**config.mk**
```make
export PLATFORM = sky130hd
export DESIGN_NAME = csr_stage_bank
export DESIGN_NICKNAME = d
export VERILOG_FILES = /design/src/rtl/csr_bank_pkg.sv /design/src/rtl/csr_field_update.sv /design/src/rtl/csr_field_regs.sv /design/src/rtl/csr_stage_bank.sv
export SDC_FILE = /design/constraint.sdc
export NUM_CORES = 1
export LEC_CHECK = 0
export ABC_AREA = 1
export BUFFER_PORTS_ARGS = -buffer_cell sky130_fd_sc_hd__buf_2
export CORE_MARGIN = 3
export CORE_UTILIZATION = 30
export DETAILED_ROUTE_END_ITERATION = 7
export SKIP_CTS_REPAIR_TIMING = 1
export SYNTH_ARGS = -nofsm -noshare
export SYNTH_HDL_FRONTEND = slang
export SYNTH_SLANG_ARGS = --single-unit
```
**constraint.sdc**
```tcl
create_clock -name clk -period 1 [get_ports clk]
set_clock_uncertainty 0.05 [all_clocks]
set_input_delay 0.15 -clock clk [delete_from_list [all_inputs] [get_ports clk]]
set_output_delay 0.15 -clock clk [all_outputs]
set_load 0.1 [all_outputs]
```
**src/rtl/csr_bank_pkg.sv**
```systemverilog
package csr_bank_pkg;

    typedef enum logic [2:0] {
        ACC_RW    = 3'd0,
        ACC_RO    = 3'd1,
        ACC_WO    = 3'd2,
        ACC_RW1C  = 3'd3,
        ACC_R0W1C = 3'd4
    } acc_e;

    // the software view of the field is always zero
    function automatic logic hides_from_sw(acc_e a);
        return (a == ACC_WO) || (a == ACC_R0W1C);
    endfunction

    // a software write clears the bits where the data holds a one
    function automatic logic sw_clears(acc_e a);
        return (a == ACC_RW1C) || (a == ACC_R0W1C);
    endfunction

    // a software write has no effect on the field
    function automatic logic sw_blocked(acc_e a);
        return a == ACC_RO;
    endfunction

    typedef struct packed {
        logic wr_hw;
        logic wr_sw;
        logic set;
        logic clr;
    } op_strobes_t;

endpackage

```
**src/rtl/csr_field_update.sv**
```systemverilog
module csr_field_update
    import csr_bank_pkg::*;
#(
    parameter int   W   = 8,
    parameter acc_e ACC = ACC_RW
) (
    input  logic        clk,
    input  logic        rst,
    input  op_strobes_t stb,
    input  logic [W-1:0] nxt_q,
    input  logic [W-1:0] hw_val,
    input  logic [W-1:0] sw_val,
    input  logic [W-1:0] set_val,
    input  logic [W-1:0] clr_val,
    output logic [W-1:0] nxt_d
);

    logic [W-1:0] after_hw;
    logic [W-1:0] after_sw;
    logic [W-1:0] after_set;

    // fixed order: hardware write, software write, set, clear
    always_comb begin
        after_hw = stb.wr_hw ? hw_val : nxt_q;
        after_sw = after_hw;
        if (stb.wr_sw) begin
            if (sw_blocked(ACC)) begin
                after_sw = after_hw;
            end else if (sw_clears(ACC)) begin
                after_sw = after_hw & ~sw_val;
            end else begin
                after_sw = sw_val;
            end
        end
        after_set = stb.set ? (after_sw | set_val) : after_sw;
        nxt_d     = stb.clr ? (after_set & ~clr_val) : after_set;
    end

    generate
        if (ACC == ACC_RO) begin : g_ro_chk

            ro_sw_ignored_chk: assert property (@(posedge clk) disable iff (rst)
                (stb.wr_sw && !stb.wr_hw && !stb.set && !stb.clr) |-> (nxt_d == nxt_q));
        end
        if (ACC == ACC_RW1C || ACC == ACC_R0W1C) begin : g_w1c_chk

            w1c_never_sets_chk: assert property (@(posedge clk) disable iff (rst)
                (stb.wr_sw && !stb.wr_hw && !stb.set) |-> ((nxt_d & ~nxt_q) == '0));
        end
    endgenerate


    set_lands_chk: assert property (@(posedge clk) disable iff (rst)
        (stb.set && !stb.clr) |-> ((nxt_d & set_val) == set_val));


    clr_lands_chk: assert property (@(posedge clk) disable iff (rst)
        stb.clr |-> ((nxt_d & clr_val) == '0));

endmodule

```
**src/rtl/csr_field_regs.sv**
```systemverilog
module csr_field_regs #(
    parameter int         W     = 8,
    parameter logic [W-1:0] RESET = '0
) (
    input  logic         clk,
    input  logic         rst,
    input  logic         commit_i,
    input  logic         abort_i,
    input  logic [W-1:0] nxt_d,
    output logic [W-1:0] cur_q,
    output logic [W-1:0] nxt_q
);

    always_ff @(posedge clk) begin
        if (rst) begin
            cur_q <= RESET;
            nxt_q <= RESET;
        end else if (abort_i) begin
            nxt_q <= cur_q;
        end else if (commit_i) begin
            cur_q <= nxt_d;
            nxt_q <= nxt_d;
        end else begin
            nxt_q <= nxt_d;
        end
    end


    abort_restore_chk: assert property (@(posedge clk) disable iff (rst)
        abort_i |=> (nxt_q == $past(cur_q)) && (cur_q == $past(cur_q)));


    commit_copy_chk: assert property (@(posedge clk) disable iff (rst)
        (commit_i && !abort_i) |=> (cur_q == nxt_q));


    cur_holds_chk: assert property (@(posedge clk) disable iff (rst)
        (!commit_i || abort_i) |=> (cur_q == $past(cur_q)));

endmodule

```
**src/rtl/csr_stage_bank.sv**
```systemverilog
module csr_stage_bank
    import csr_bank_pkg::*;
#(
    parameter int   NF           = 5,
    parameter int   DW           = 32,
    parameter int   F_LSB   [NF] = '{0, 8, 12, 16, 24},
    parameter int   F_WIDTH [NF] = '{8, 4, 4, 8, 6},
    parameter int   F_RESET [NF] = '{'h5A, 'h3, 'h9, 'hF0, 'h15},
    parameter acc_e F_ACC   [NF] = '{ACC_RW, ACC_RO, ACC_WO, ACC_RW1C, ACC_R0W1C}
) (
    input  logic          clk,
    input  logic          rst,
    input  logic          sw_wr_en,
    input  logic [DW-1:0] sw_wr_data,
    input  logic          hw_wr_en,
    input  logic [DW-1:0] hw_wr_data,
    input  logic          hw_set_en,
    input  logic [DW-1:0] hw_set_data,
    input  logic          hw_clr_en,
    input  logic [DW-1:0] hw_clr_data,
    input  logic          commit_i,
    input  logic          abort_i,
    output logic [DW-1:0] hw_rd_data,
    output logic [DW-1:0] sw_rd_data,
    output logic [DW-1:0] staged_sw_data
);

    function automatic logic [DW-1:0] cover_mask();
        logic [DW-1:0] m;
        m = '0;
        for (int i = 0; i < NF; i++) begin
            for (int b = 0; b < F_WIDTH[i]; b++) begin
                m[F_LSB[i] + b] = 1'b1;
            end
        end
        return m;
    endfunction

    localparam logic [DW-1:0] COVER = cover_mask();

    op_strobes_t stb;
    assign stb = '{wr_hw: hw_wr_en, wr_sw: sw_wr_en, set: hw_set_en, clr: hw_clr_en};

    logic [DW-1:0] hw_part  [NF];
    logic [DW-1:0] sw_part  [NF];
    logic [DW-1:0] stg_part [NF];

    generate
        for (genvar g = 0; g < NF; g++) begin : g_field
            localparam int W = F_WIDTH[g];
            localparam int L = F_LSB[g];

            logic [W-1:0] cur_q;
            logic [W-1:0] nxt_q;
            logic [W-1:0] nxt_d;

            csr_field_update #(
                .W   (W),
                .ACC (F_ACC[g])
            ) u_upd (
                .clk     (clk),
                .rst     (rst),
                .stb     (stb),
                .nxt_q   (nxt_q),
                .hw_val  (hw_wr_data[L +: W]),
                .sw_val  (sw_wr_data[L +: W]),
                .set_val (hw_set_data[L +: W]),
                .clr_val (hw_clr_data[L +: W]),
                .nxt_d   (nxt_d)
            );

            csr_field_regs #(
                .W     (W),
                .RESET (W'(F_RESET[g]))
            ) u_regs (
                .clk      (clk),
                .rst      (rst),
                .commit_i (commit_i),
                .abort_i  (abort_i),
                .nxt_d    (nxt_d),
                .cur_q    (cur_q),
                .nxt_q    (nxt_q)
            );

            assign hw_part[g] = DW'(cur_q) << L;
            if (hides_from_sw(F_ACC[g])) begin : g_hidden
                assign sw_part[g]  = '0;
                assign stg_part[g] = '0;
            end else begin : g_visible
                assign sw_part[g]  = DW'(cur_q) << L;
                assign stg_part[g] = DW'(nxt_q) << L;
            end
        end
    endgenerate

    always_comb begin
        hw_rd_data     = '0;
        sw_rd_data     = '0;
        staged_sw_data = '0;
        for (int i = 0; i < NF; i++) begin
            hw_rd_data     = hw_rd_data     | hw_part[i];
            sw_rd_data     = sw_rd_data     | sw_part[i];
            staged_sw_data = staged_sw_data | stg_part[i];
        end
    end

    logic unused_gap_bits;
    assign unused_gap_bits = ^{sw_wr_data & ~COVER, hw_wr_data & ~COVER,
                               hw_set_data & ~COVER, hw_clr_data & ~COVER};


    sw_view_subset_chk: assert property (@(posedge clk) disable iff (rst)
        (sw_rd_data & ~hw_rd_data) == '0);


    gap_bits_zero_chk: assert property (@(posedge clk) disable iff (rst)
        ((hw_rd_data | staged_sw_data) & ~COVER) == '0);

endmodule

```
==> flow_summary.toml <==
[status]
status = "complete, but fails checks"
violations = "setup timing"

[grt]
overflow = 0
grt_max_degree = 32
use_met2_pct = 31.6
grt_usage_pct = 18.0
grt_busiest_layer = "met2"
antenna_found_initial = 1
grt_pass1_vias = 3888
grt_pass1_wl_mm = 19.1
grtUsageMet1_pct = 21.5
met3_usage_pct = 4.91

[final_layout]
post-route-util_pct = 53.1
drive_gt1_share_pct = 42.8
mostFrequentLayoutCell = "nand2_1"
design_area_um2 = 6140
area_growth_pct = 70.9
final_cell_mix = "nand2_1 (190), buf_2 (123), buf_12 (78)"
nets = 867

[setup_path]
crit_buf_inv = 1
slowest_stage = "dfxtp_4"
cp-start-kind = "register"
ff2ff_setup_slack_ns = 0.03
worstPathCellList = "buf_12"
crit_type = "reg2out"
r2r-start = "g_field[0].u_regs.nxt_q[2]"
worstPathMaxFanout = 4
arrival_ns = 0.88
r2r_end = "g_field[0].u_regs.nxt_q[2]"
slowest_delay_ns = 0.39
crit_path_end_kind = "output port"
worst_r2r_path_depth = 7
startpoint = "g_field[1].u_regs.cur_q[0]"
required_ns = 0.80
critPathTopFamily = "flip-flops"

[power]
p_sw_share_pct = 39.7
clkPwrFrac_pct = 31.5
combPwrFrac_pct = 40.1
p_switching_mw = 3.88
p_total_mw = 9.78
ir_drop_v = 0.000668
p_leak_nw = 3.04
power.internal_mw = 5.90
seqPwrFrac_pct = 28.3
p_per_area_nw_per_um2 = 1590

[synth]
synth_cell_type_count = 20
synthTopCellsByArea = "dfxtp_1 (33%), nand2_1 (20%), buf_4 (10%), a21oi_1 (8.1%), nand3_1 (6.5%)"
yosysTopAreaCellShare_pct = 33.4
synth_seq_cells = 60
synth_area_um2 = 3590
yosysTopAreaCell = "dfxtp_1"
synth.yosys.seq_area_share_pct = 33.4
syn_inst = 553
postSynthAreaPerCell_um2 = 6.50
yosys_warnings = 0

[clock_tree]
cts_tree = "yes"
htreeDepth = 3
path_clk_slew_ns = 0.05
clock_latency_ns = 0.31
cts_buffer_depth = 2
cts-root-buf = "clkbuf_16"
cts_sinks = 60
numCtsBuffers = 9

[timing]
setup_violations = 70
period_needed_ns = 1.08
slew_violations = 0
finalWorstSetupSlack_ns = -0.0849
final_hold_viol_count = 0
period_share_pct = 108
fmax_mhz = 922
setup_tns_ns = -4.10
rsz0062_at_grt = "yes"

[floorplanning]
core.rowCount = 39
core_um2 = 11600
die-area_um2 = 13300
initial_core_util_pct = 31.1
fp.dieH_um = 115
ios = 232
die_w_um = 115

[routing]
ant_nets = 0
wl_per_cell_um = 13.7
drc = 0
drt_first_pass_iters = 4
drt_wl_total_mm = 12.1
drtIter0Drc = 235
routed_via_density = 4.55
num_vias = 4000

[min_path]
hp-start = "hw_clr_data[11]"
hp-class = "in2reg"
hold_depth = 4
min_to = "g_field[1].u_regs.cur_q[3]"

[placed_design]
place_congestion = 0.781
pre_cts_ws_ns = -0.112
dpl-instance-area_um2 = 5760
dp.final_hpwl_mm = 9.42
port_buffers = 193

[flow_run]
drv_cap = 0
## through the flow
stage	hold slack (ns)	std cells
final	0.0691	880
after global routing	0.0765	880
after CTS	0.0557	872
after detailed placement	0.393	856
after global placement	0.388	856
after floorplan	0.292	578
## area by class of cell
class	count	area, um2
Tap cell	143	179
Antenna cell	1	2.50
Clock buffer	12	256
Inverter	42	163
Sequential cell	60	1390
Clock inverter	4	47.5
Timing Repair Buffer	221	2330
Multi-Input combinational cell	397	1780
Fill cell	1130	5430
## cells in the mapped netlist
master	count
a21oi_1	58
a21oi_2	2
buf_2	8
buf_4	48
buf_6	11
clkbuf_1	12
conb_1	1
dfxtp_1	60
inv_1	38
inv_2	3
inv_6	1
nand2_1	191
nand2_2	7
nand3_1	47
nor2_1	13
nor2_8	1
o21ai_0	36
o21ai_1	10
o21bai_1	4
o21bai_2	2
## registers in the layout, indices dropped and copies added (netlist names)
| register | count |
|---|---|
| g_field.u_regs.cur_q | 30 |
| g_field.u_regs.nxt_q | 30 |
## cells by family (layout without fill, tap and decap cells)
kind of cell	after synthesis	in the layout	share of synthesized area [%]
simple gates	259	259	29.6
buf+inv	121	279	20.4
compound gates	112	112	16.4
flops	60	60	33.4
other cells	1	27	0.104
## power by group through the flow
stage | sequential [mW] | clock, mW | combinational [mW]
2_1_floorplan | 3.77 | 0 | 1.76
3_3_place_gp | 2.82 | 0 | 3.87
3_5_place_dp | 2.83 | 0 | 3.90
4_1_cts | 2.79 | 3.19 | 3.91
5_1_grt | 2.80 | 3.33 | 4.13
6_report | 2.77 | 3.08 | 3.93
## worst max path at each step
stage / end / depth (start not counted)
2_1_floorplan: sw_rd_data[1] / 1
3_3_place_gp: g_field[0].u_regs.cur_q[1] / 6
3_5_place_dp: g_field[0].u_regs.nxt_q[1] / 6
4_1_cts: hw_rd_data[1] / 1
5_1_grt: hw_rd_data[8] / 1
6_report: hw_rd_data[8] / 1
## metal layers
metal	part of all wire, %	vias to the layer above
li1	-	2050
met1	40	1794
met2	50	148
met3	8.2	8
met4	1.0	0
met5	0	-
Power figures use the tool's default switching activity.
